## config.mk

```make
export PLATFORM = sky130hd
export DESIGN_NAME = pen_pos_latch
export DESIGN_NICKNAME = d
export VERILOG_FILES = /design/src/rtl/pen_pos_pkg.sv /design/src/rtl/pen_sync.sv /design/src/rtl/pen_bus_decode.sv /design/src/rtl/pen_pos_latch.sv
export SDC_FILE = /design/constraint.sdc
export NUM_CORES = 1
export LEC_CHECK = 0
export ABC_AREA = 0
export ABC_CLOCK_PERIOD_IN_PS = 2600
export CORE_ASPECT_RATIO = 0.5
export CORE_MARGIN = 5
export CORE_UTILIZATION = 40
export CTS_CLUSTER_SIZE = 20
export DETAILED_ROUTE_END_ITERATION = 16
export PLACE_DENSITY = 0.83
export SYNTH_ARGS = -nofsm -noshare
export SYNTH_HDL_FRONTEND = slang
export SYNTH_SLANG_ARGS = --single-unit
```

## constraint.sdc

```tcl
create_clock -name clk_i -period 2.6 [get_ports clk_i]
set_clock_uncertainty 0.1 [all_clocks]
set_input_delay 0.52 -clock clk_i [delete_from_list [all_inputs] [get_ports clk_i]]
set_output_delay 0.52 -clock clk_i [all_outputs]
set_load 0.02 [all_outputs]
```

## src/rtl/pen_pos_pkg.sv

```systemverilog
package pen_pos_pkg;

    localparam logic [7:0] IDX_POS_HI = 8'h10;
    localparam logic [7:0] IDX_POS_LO = 8'h11;
    localparam logic [7:0] IDX_ROW    = 8'h12;

    typedef enum logic [1:0] {
        SEL_NONE,
        SEL_HI,
        SEL_LO,
        SEL_ROW
    } pen_sel_e;

    function automatic pen_sel_e decode_index(input logic [7:0] idx);
        case (idx)
            IDX_POS_HI: return SEL_HI;
            IDX_POS_LO: return SEL_LO;
            IDX_ROW:    return SEL_ROW;
            default:    return SEL_NONE;
        endcase
    endfunction

endpackage

```

## src/rtl/pen_sync.sv

```systemverilog
module pen_sync #(
    parameter int STAGES = 2
) (
    input  logic clk_i,
    input  logic rst_ni,
    input  logic async_i,
    output logic sync_o
);
    logic [STAGES-1:0] chain_d, chain_q;

    generate
        if (STAGES == 1) begin : g_single
            always_comb chain_d = async_i;
        end else begin : g_multi
            always_comb chain_d = {chain_q[STAGES-2:0], async_i};
        end
    endgenerate

    always_ff @(posedge clk_i or negedge rst_ni) begin
        if (!rst_ni) chain_q <= '0;
        else         chain_q <= chain_d;
    end

    assign sync_o = chain_q[STAGES-1];
endmodule

```

## src/rtl/pen_bus_decode.sv

```systemverilog
module pen_bus_decode #(
    parameter int              ADDR_W    = 10,
    parameter logic [ADDR_W-1:0] SET_PORT  = 10'h3DC,
    parameter logic [ADDR_W-1:0] CLR_PORT  = 10'h3DB,
    parameter logic [ADDR_W-1:0] IDX_PORT  = 10'h3D4,
    parameter logic [ADDR_W-1:0] DATA_PORT = 10'h3D5
) (
    input  logic [ADDR_W-1:0] addr_i,
    input  logic              rd_i,
    input  logic              wr_i,
    output logic              set_acc_o,
    output logic              clr_acc_o,
    output logic              idx_we_o,
    output logic              data_re_o
);
    logic any_acc;

    always_comb begin
        any_acc   = rd_i | wr_i;
        set_acc_o = any_acc && (addr_i == SET_PORT);
        clr_acc_o = any_acc && (addr_i == CLR_PORT);
        idx_we_o  = wr_i && (addr_i == IDX_PORT);
        data_re_o = rd_i && (addr_i == DATA_PORT);
    end
endmodule

```

## src/rtl/pen_pos_latch.sv

```systemverilog
module pen_pos_latch
    import pen_pos_pkg::*;
#(
    parameter int              ADDR_W      = 10,
    parameter int              MA_W        = 14,
    parameter int              RA_W        = 5,
    parameter int              SYNC_STAGES = 2,
    parameter logic [ADDR_W-1:0] SET_PORT    = 10'h3DC,
    parameter logic [ADDR_W-1:0] CLR_PORT    = 10'h3DB,
    parameter logic [ADDR_W-1:0] IDX_PORT    = 10'h3D4,
    parameter logic [ADDR_W-1:0] DATA_PORT   = 10'h3D5
) (
    input  logic              clk_i,
    input  logic              rst_ni,
    input  logic [ADDR_W-1:0] io_addr_i,
    input  logic              io_rd_i,
    input  logic              io_wr_i,
    input  logic [7:0]        io_wdata_i,
    output logic [7:0]        io_rdata_o,
    input  logic              pen_i,
    input  logic [MA_W-1:0]   ma_i,
    input  logic [RA_W-1:0]   ra_i,
    output logic              strobe_o,
    output logic [MA_W-1:0]   pos_o,
    output logic [RA_W-1:0]   row_o
);
    localparam int POS_EXT_W = 16;
    localparam int ROW_EXT_W = 8;

    typedef struct packed {
        logic            strobe;
        logic [MA_W-1:0] pos;
        logic [RA_W-1:0] row;
        logic [7:0]      idx;
    } state_t;

    state_t st_d, st_q;

    logic pen_s;
    logic set_acc, clr_acc, idx_we, data_re;
    logic set_any;
    logic [POS_EXT_W-1:0] pos_ext;
    logic [ROW_EXT_W-1:0] row_ext;

    pen_sync #(.STAGES(SYNC_STAGES)) u_sync (
        .clk_i   (clk_i),
        .rst_ni  (rst_ni),
        .async_i (pen_i),
        .sync_o  (pen_s)
    );

    pen_bus_decode #(
        .ADDR_W    (ADDR_W),
        .SET_PORT  (SET_PORT),
        .CLR_PORT  (CLR_PORT),
        .IDX_PORT  (IDX_PORT),
        .DATA_PORT (DATA_PORT)
    ) u_dec (
        .addr_i    (io_addr_i),
        .rd_i      (io_rd_i),
        .wr_i      (io_wr_i),
        .set_acc_o (set_acc),
        .clr_acc_o (clr_acc),
        .idx_we_o  (idx_we),
        .data_re_o (data_re)
    );

    always_comb begin
        st_d    = st_q;
        set_any = set_acc | pen_s;
        if (idx_we) st_d.idx = io_wdata_i;
        if (clr_acc) begin
            st_d.strobe = 1'b0;
        end else if (set_any) begin
            st_d.strobe = 1'b1;
            if (!st_q.strobe) begin
                st_d.pos = ma_i;
                st_d.row = ra_i;
            end
        end
    end

    always_ff @(posedge clk_i or negedge rst_ni) begin
        if (!rst_ni) st_q <= '0;
        else         st_q <= st_d;
    end

    always_comb begin
        pos_ext    = POS_EXT_W'(st_q.pos);
        row_ext    = ROW_EXT_W'(st_q.row);
        io_rdata_o = 8'h00;
        if (data_re) begin
            case (decode_index(st_q.idx))
                SEL_HI:  io_rdata_o = pos_ext[15:8];
                SEL_LO:  io_rdata_o = pos_ext[7:0];
                SEL_ROW: io_rdata_o = row_ext;
                default: io_rdata_o = 8'h00;
            endcase
        end
    end

    assign strobe_o = st_q.strobe;
    assign pos_o    = st_q.pos;
    assign row_o    = st_q.row;
endmodule

```

==> results of run 1 <==
synth_stat cells:
master,count,area [sq um]
mux2_2,17,191.4
mux2_4,10,150.1
mux2i_1,6,60.06
or4_4,1,11.26
o21ai_0,6,30.03
o211ai_4,1,21.27
o31a_1,1,8.760
clkbuf_1,3,11.26
nand2_1,6,22.52
nand4b_4,1,23.77
nor4bb_1,1,10.01
nor3b_1,1,7.510
and3b_1,1,8.760
buf_12,1,20.02
and4b_1,2,20.02
nor4b_1,1,8.760
dfrtp_1,30,750.7
nand4b_1,1,8.760
nor2b_1,1,6.260
inv_1,1,3.750
nor3_1,1,5.000
nor4_2,1,12.51
nand3b_1,1,7.510
and3_1,1,6.260
buf_4,19,142.6
and2_1,5,31.28
logic make-up (layout without fill, tap and decap cells):
| kind of cell | after synthesis | count (layout) | share of synthesized area [%] |
|---|---|---|---|
| AOI/OAI and AO/OA | 8 | 8 | 3.801 |
| and+or+nand+nor | 25 | 25 | 12.04 |
| DFF | 30 | 30 | 47.51 |
| muxes | 33 | 33 | 25.42 |
| buffers and inverters | 24 | 90 | 11.24 |
sequential cells by signal, indices dropped and copies added (netlist names):
signal / count
st_q: 8
u_sync.chain_q: 2
strobe_o: 1
row_o: 5
pos_o: 14
path summary, 6_finish.rpt:
kind                                   start                 to  slack, ps
max                                  io_rd_i      io_rdata_o[4]         40
min                        u_sync.chain_q[0]  u_sync.chain_q[1]        250
max reg2reg                u_sync.chain_q[1]           row_o[4]       1140
min reg2reg                u_sync.chain_q[0]  u_sync.chain_q[1]        250
max in group asynchronous             rst_ni           row_o[0]       1590
min in group asynchronous             rst_ni           pos_o[5]        530
report_power, final:
part	total, mW	internal [mW]	switching [mW]	leakage (nW)
registers	0.537	0.506	0.0306	0.379
logic	0.264	0.162	0.102	0.705
clock network	0.435	0.267	0.168	0.0575
total	1.24	0.935	0.300	1.14
metrics by stage:
stage               hold slack, ps  instances
floorplan                    124.4        120
global placement             236.5        230
detailed placement           236.2        230
CTS                          250.8        239
global route                 269.8        240
finish                       247.6        240
routing by layer:
metal  part of all wire, %  up-vias
li1                      -      535
met1                    42      560
met2                    53       29
met3                   4.6        2
met4                  0.52        0
met5                     0        -
final cells by class:
| cell class | count | area [sq um] |
|---|---|---|
| inverters | 1 | 3.754 |
| multi-input cells | 66 | 690.7 |
| clock buffers | 8 | 110.1 |
| repair buffers | 81 | 794.5 |
| fillers | 291 | 1446 |
| flip-flops and latches | 30 | 750.7 |
| well taps | 54 | 67.56 |
cell usage in the layout, fill, tap and decap left out, types with 2 or more instances in the layout:
cell type and n:
clkbuf_8 8, buf_4 13, o21ai_0 6, dfrtp_1 30
mux2i_1 6, buf_2 3, and4b_1 2, buf_6 2
and2_1 4, clkdlybuf4s50_1 54, mux2_4 10, dlymetal6s2s_1 7
nand2_1 6, mux2_2 17
what timing repair did:
| item | CTS | global route |
|---|---|---|
| pin swaps | 0 | 2 |
| setup buffers | 1 | 1 |
| gates cloned | 0 | 0 |
| setup endpoints to repair | 8 | 8 |
| resized for setup | 38 | 15 |
==> qor.yml, run 1 <==
hold_depth: 0
end_kind: "output port"
cap_viol_max_count: 0
die_width_um: 98.89
num-nets-final: 227
netlist_area_sq_um: 1580
grt.overflow.total: 0
cts.clk_slew.worst_paths_ps: 60
dr.pass1.iters: 4
fp.dieArea_sq_um: 5384
worst_vdd_drop_uv: 283.6
fmaxAchievable_ghz: 0.3905
use_met1_pct: 15.93
timing.final.crit_period_ps: 2561
worst_hold_path_type: "reg -> reg"
post_route_cells_drive_above_1_share_pct: 34.41
setup_viol_count_final: 0
worstPathBufferInverterCount: 2
final_core_utilization_pct: 62.56
path_class: "in -> out"
ctsLongestPathBuffers: 2
num_rows: 16
wire_per_inst_um: 15.28
postCtsHoldBufs: 0
number_of_input_and_output_port_buffers_inserted: 69
layout_overhead_on_the_synthesized_area_pct: 52.97
detailedRoute.firstIterationViolations: 37
remaining_drc_errors: 0
gr_peak_layer: "met2"
yosysWarnings: 0
first_pass_grt_wire_length_um: 5906
worstSetupStartpointType: "input port"
final_cell_area_sq_um: 2417
vias_in_the_first_global_route: 1244
synth_nets: 162
worst_path_dominant_cell_family: "buffers and inverters"
fraction_of_met3_tracks_used_by_global_routing_pct: 3.562
worstRegToRegCells: 3
final-max-slew-violation-count: 0
vias_per_cell: 4.692
critPathMaxFanout: 5
cp_cell_sequence: "clkdlybuf4s50_1 -> nor4b_1 -> and3_4 -> and2_1 -> clkdlybuf4s15_2"
cts.root.buffer_cell: "clkbuf_8"
finalWorstSetupSlack_ps: 39.01
hold_vio_cnt_final: 0
tightestPinTransition_ps: 397.8
grt_use_total_pct: 14.27
vias_after_detailed_routing: 1126
synth.yosys.seq_area_share_pct: 47.51
cp_data_arrival_time_ps: 1940
antenna-diode-count: 0
crit_required_ps: 1980
p_leak_nw: 1.141
globalplace.congestion: 0.8781
floorplan.core_area_sq_um: 3864
p_per_area_nw_per_um2: 511.0
clock_tree.htree_level_count: 2
synth_area_per_cell_sq_um: 13.17
largest_net_degree_at_the_start_of_global_routing: 31
critical-path-max-stage-delay_ps: 470
antenna_left: 0
synth.distinct_cells: 26
tns_ps: 0
timing.critical_path.depth: 5
io-pin-count: 70
die_h_um: 54.45
antenna_found_initial: 0
slew_margin_rel_pct: 73.43
worstSkewPairLatency_ps: 270
total_power_mw: 1.235
place_hpwl_um: 2722
tritoncts: "yes"
synthCells: 120
worst_path_max_delay_cell: "clkdlybuf4s50_1"
routed_wirelength_um: 3668
ys_seq_elements: 30
pre_cts_ws_ps: -547.6
cts_made_buffers: 5
grt_setup_unrepaired: "no"
met2_usage_pct: 27.22
start_util_pct: 40.90
clkSinkCount: 30
run_status: "finished, final reports clean"
final_min_period_over_clock_period_pct: 98.50
place_area_sq_um: 2252
Power figures use the tool's default switching activity.
==> inputs of run 2 (changes only) <==
Settings changed: TNS_END_PERCENT set to 5.
==> qor.yml, run 2 (same netlist as run 1, synthesis figures left out) <==
run_status: "finished, final reports clean"
worstSetupStartpointType: "input port"
antenna-diode-count: 0
floorplan.core_area_sq_um: 3864
number_of_input_and_output_port_buffers_inserted: 69
hold_vio_cnt_final: 0
final_core_utilization_pct: 62.56
worst_setup_path_start: "io_addr_i[0]"
cp_cell_sequence: "clkdlybuf4s50_1 -> nor4bb_4 -> and3_4 -> buf_6 -> and2_1 -> buf_6"
first_pass_grt_wire_length_um: 5892
worst_path_dominant_cell_family: "buffers and inverters"
cts_made_buffers: 5
fmaxAchievable_ghz: 0.3925
worstRegToRegCells: 3
total_switching_power_mw: 0.3011
final_min_period_over_clock_period_pct: 98.00
tightestPinTransition_ps: 394.3
clkSinkCount: 30
dr.pass1.iters: 4
setup_viol_count_final: 0
p_leak_nw: 1.110
cpMostUsedCell: "buf_6"
detailedRoute.firstIterationViolations: 27
io-pin-count: 70
postCtsHoldBufs: 0
globalplace.congestion: 0.8781
die_width_um: 98.89
slew_margin_rel_pct: 73.66
num_rows: 16
worst_hold_path.endpoint: "u_sync.chain_q[1]"
vias_in_the_first_global_route: 1244
register_to_register_setup_slack_ps: 1140
place_hpwl_um: 2722
vias_per_cell: 4.750
cts.root.buffer_cell: "clkbuf_8"
r2r-end: "row_o[4]"
num-nets-final: 227
cp_data_arrival_time_ps: 1930
power_report.internal_total_mw: 0.9359
worst_path_max_delay_cell: "clkdlybuf4s50_1"
clock_tree.htree_level_count: 2
die_h_um: 54.45
worstPathBufferInverterCount: 3
tritoncts: "yes"
power_switching_share_pct: 24.34
layout_commonest_cell: "clkdlybuf4s50_1"
routed_wirelength_um: 3674
worstSkewPairLatency_ps: 270
finalWorstSetupSlack_ps: 51.91
post_route_cells_drive_above_1_share_pct: 33.87
layout_overhead_on_the_synthesized_area_pct: 52.97
largest_register_ff_count: 14
grt_use_total_pct: 14.24
critPathMaxFanout: 5
worstReg2RegStart: "u_sync.chain_q[1]"
hold_depth: 0
remaining_drc_errors: 0
fp.dieArea_sq_um: 5384
worst_hold_path_type: "reg -> reg"
ctsLongestPathBuffers: 2
largest_net_degree_at_the_start_of_global_routing: 31
critical-path-max-stage-delay_ps: 490
crit_required_ps: 1980
vias_after_detailed_routing: 1140
share_comb_of_total_power_pct: 21.3
cts.clk_slew.worst_paths_ps: 60
cap_viol_max_count: 0
p_seq_share_pct: 43.4
final-max-slew-violation-count: 0
wire_per_inst_um: 15.31
pre_cts_ws_ps: -547.6
timing.final.crit_period_ps: 2548
worst_vdd_drop_uv: 283.4
start_util_pct: 40.90
p_per_area_nw_per_um2: 511.7
path_class: "in -> out"
antenna_left: 0
grt.overflow.total: 0
final_cell_mix: "clkdlybuf4s50_1 (57), dfrtp_1 (30), mux2_2 (17)"
end_kind: "output port"
hp-start: "u_sync.chain_q[0]"
clock_power_share_pct: 35.3
antenna_found_initial: 0
run 2: changes by cell type in the layout (fill, tap and decap cells not counted), sizes merged:
cell,change
clkdlybuf4s50,+3
dlymetal6s2s,-3
buf,+1
clkdlybuf4s15,-1
run 2: final cells by class:
| cell class | instances | area [sq um] |
|---|---|---|
| Clock buffer | 8 | 110.1 |
| Sequential cell | 30 | 750.7 |
| Timing Repair Buffer | 81 | 803.3 |
| Fill cell | 290 | 1446 |
| Tap cell | 54 | 67.56 |
| Inverter | 1 | 3.754 |
| Multi-Input combinational cell | 66 | 681.9 |
run 2: worst max path at each step:
stage / slack [ps] / to / cells past startpoint
final: 50 / io_rdata_o[2] / 6
after global routing: -7 / io_rdata_o[7] / 5
after CTS: -60 / io_rdata_o[6] / 6
after detailed placement: -550 / io_rdata_o[2] / 7
after global placement: -530 / io_rdata_o[3] / 7
after floorplan: 330 / io_rdata_o[5] / 4
run 2: power by group through the flow:
stage	clock network, mW	logic (mW)	registers, mW
2_1_floorplan	0	0.158	0.535
3_3_place_gp	0	0.260	0.543
3_5_place_dp	0	0.264	0.544
4_1_cts	0.447	0.266	0.537
5_1_grt	0.477	0.281	0.543
6_report	0.437	0.264	0.537
run 2: metrics by stage:
step	total power, mW	hold slack (ps)	instance area [sq um]	setup TNS (ps)	std cells
CTS	1.250	250.8	2360	-56.24	239
detailed placement	0.8080	236.2	2252	-6658	230
global route	1.301	269.8	2417	-12.68	240
floorplan	0.6939	124.4	1580	0	120
global placement	0.8032	236.5	2252	-6133	230
finish	1.237	247.8	2417	0	240
run 2: worst reg2reg max path, cell delays in order, from the launching register on:
cell      delay, ps
dfrtp_1         410
o211ai_4        300
buf_4           230
mux2_4          310
run 2: what timing repair did:
action | 4_1_cts | 5_1_grt
resized for setup | 37 | 19
hold endpoints to repair | 0 | 0
pin swaps | 0 | 2
setup buffers | 1 | 1
cloned | 0 | 0
endpoints found under the setup margin | 8 | 8
run 2: layer usage:
layer  global-route usage (%)  share of wire [%]
met1                    15.85                 41
met2                    27.22                 54
met3                    3.562                4.4
met4                    5.442               0.52
met5                        0                  0
==> inputs of run 3 (changes only) <==
--- a/config.mk
+++ b/config.mk
@@ -8,4 +8,5 @@
 export ABC_AREA = 0
 export ABC_CLOCK_PERIOD_IN_PS = 2600
+export CAP_MARGIN = 25
 export CORE_ASPECT_RATIO = 0.5
 export CORE_MARGIN = 5
==> constraint.sdc (replaced) <==
create_clock -name clk_i -period 2.6 [get_ports clk_i]
set_clock_uncertainty 0.1 [all_clocks]
set_input_delay 0.26 -clock clk_i [delete_from_list [all_inputs] [get_ports clk_i]]
set_output_delay 0.26 -clock clk_i [all_outputs]
set_load 0.02 [all_outputs]
==> qor.yml, run 3 (same netlist as run 1, synthesis figures left out) <==
final_min_period_over_clock_period_pct: 96.01
antenna_found_initial: 0
grt.overflow.total: 0
path_class: "in -> out"
hold_depth: 0
p_leak_nw: 1.152
grt_setup_unrepaired: "no"
critPathMaxFanout: 5
num-nets-final: 222
postCtsSetupBuffers: 0
cts.clk_slew.worst_paths_ps: 60
globalplace.congestion: 0.8979
vias_in_the_first_global_route: 1212
largest_net_degree_at_the_start_of_global_routing: 31
cts_made_buffers: 5
routed_wirelength_um: 3591
cap_viol_max_count: 0
multi_input_gate_area_in_the_final_layout_sq_um: 660.6
place_hpwl_um: 2776
dr.pass1.iters: 4
p_per_area_nw_per_um2: 527.1
cp_data_arrival_time_ps: 2140
hold_vio_cnt_final: 0
final_cell_mix: "clkdlybuf4s50_1 (62), dfrtp_1 (30), mux2_2 (17)"
clock_tree.htree_level_count: 2
post_route_cells_drive_above_1_share_pct: 27.07
layout_overhead_on_the_synthesized_area_pct: 50.20
floorplan.core_area_sq_um: 3864
number_of_input_and_output_port_buffers_inserted: 69
num_rows: 16
vias_after_detailed_routing: 1110
tightestPinTransition_ps: 414.9
worst_hold_path_type: "reg -> reg"
end_kind: "output port"
tritoncts: "yes"
cts.root.buffer_cell: "clkbuf_8"
start_util_pct: 40.90
wire_per_inst_um: 15.28
crit_required_ps: 2240
clkSinkCount: 30
detailedRoute.firstIterationViolations: 27
worst_vdd_drop_uv: 342.3
ctsLongestPathBuffers: 2
fmaxAchievable_ghz: 0.4006
hold-worst-slack_ps: 253.0
fp.dieArea_sq_um: 5384
slew_margin_rel_pct: 72.11
largest_register_ff_count: 14
vias_per_cell: 4.723
worstSkewPairLatency_ps: 280
die_width_um: 98.89
io-pin-count: 70
final-max-slew-violation-count: 0
antenna_left: 0
die_h_um: 54.45
antenna-diode-count: 0
final_core_utilization_pct: 61.43
run_status: "finished, final reports clean"
worstSetupStartpointType: "input port"
remaining_drc_errors: 0
layout_commonest_cell: "clkdlybuf4s50_1"
worstRegToRegCells: 3
filler_cell_count: 308
timing.final.crit_period_ps: 2496
total_power_mw: 1.251
tns_ps: 0
sequential_cell_area_sq_um: 750.7
setup_viol_count_final: 0
grt_use_total_pct: 13.67
first_pass_grt_wire_length_um: 5595
[run 3: changes by cell type in the layout (fill, tap and decap cells not counted), sizes merged]
cell           previous run  this run
buf                      20         7
clkinv                    0         2
dlymetal6s2s              4         6
bufinv                    0         1
dlygate4sd2               0         1
clkdlybuf4s50            57        62
clkbuf                    8         5
[run 3: path summary, 6_finish.rpt]
path,startpoint,endpoint,slack (ps)
max in group asynchronous,rst_ni,u_sync.chain_q[1],1850
setup reg to reg,u_sync.chain_q[1],pos_o[0],1130
hold / removal,u_sync.chain_q[0],u_sync.chain_q[1],250
min in group asynchronous,rst_ni,pos_o[5],270
hold reg to reg,u_sync.chain_q[0],u_sync.chain_q[1],250
setup / recovery,io_addr_i[1],io_rdata_o[4],100
[run 3: report_power, final]
group	total (mW)	switching, mW	internal [mW]
clock network	0.454	0.172	0.281
logic	0.261	0.0995	0.162
registers	0.536	0.0295	0.506
total	1.25	0.302	0.950
[run 3: routing by layer]
layer | vias to the layer above | GRT usage, % | wire length, um | share of wire [%]
li1 | 523 | - | - | -
met1 | 554 | 14.30 | 1423 | 40
met2 | 28 | 26.56 | 1942 | 54
met3 | 5 | 4.071 | 182 | 5.1
met4 | 0 | 5.896 | 43 | 1.2
met5 | - | 0 | 0 | 0
[run 3: what timing repair did]
| action | CTS | global route |
|---|---|---|
| hold buffers | 0 | 0 |
| endpoints found under the setup margin | 7 | 7 |
| resized for setup | 3 | 7 |
[run 3: cell type report]
cell class              instances  share of cell area [%]
clock inverters                 3                   1.687
flip-flops and latches         30                   31.63
repair buffers                 76                   32.95
multi-input cells              66                   27.83
clock buffers                   5                   2.899
inverters                       1                  0.1581
well taps                      54                   2.847
[run 3: through the flow]
stage          std cells  worst slack, ps  area, sq um
6_report             235            103.7         2374
3_5_place_dp         227           -90.32         2242
3_3_place_gp         227           -12.59         2242
2_1_floorplan        120            737.3         1580
4_1_cts              235            1.532         2356
5_1_grt              235            26.96         2374
[run 3: worst max-delay path, stage by stage]
cell and delay (ps):
clkdlybuf4s50_1 420, nand4b_1 250, nor3_2 200, and3_2 270
and2_1 140, clkdlybuf4s50_1 590
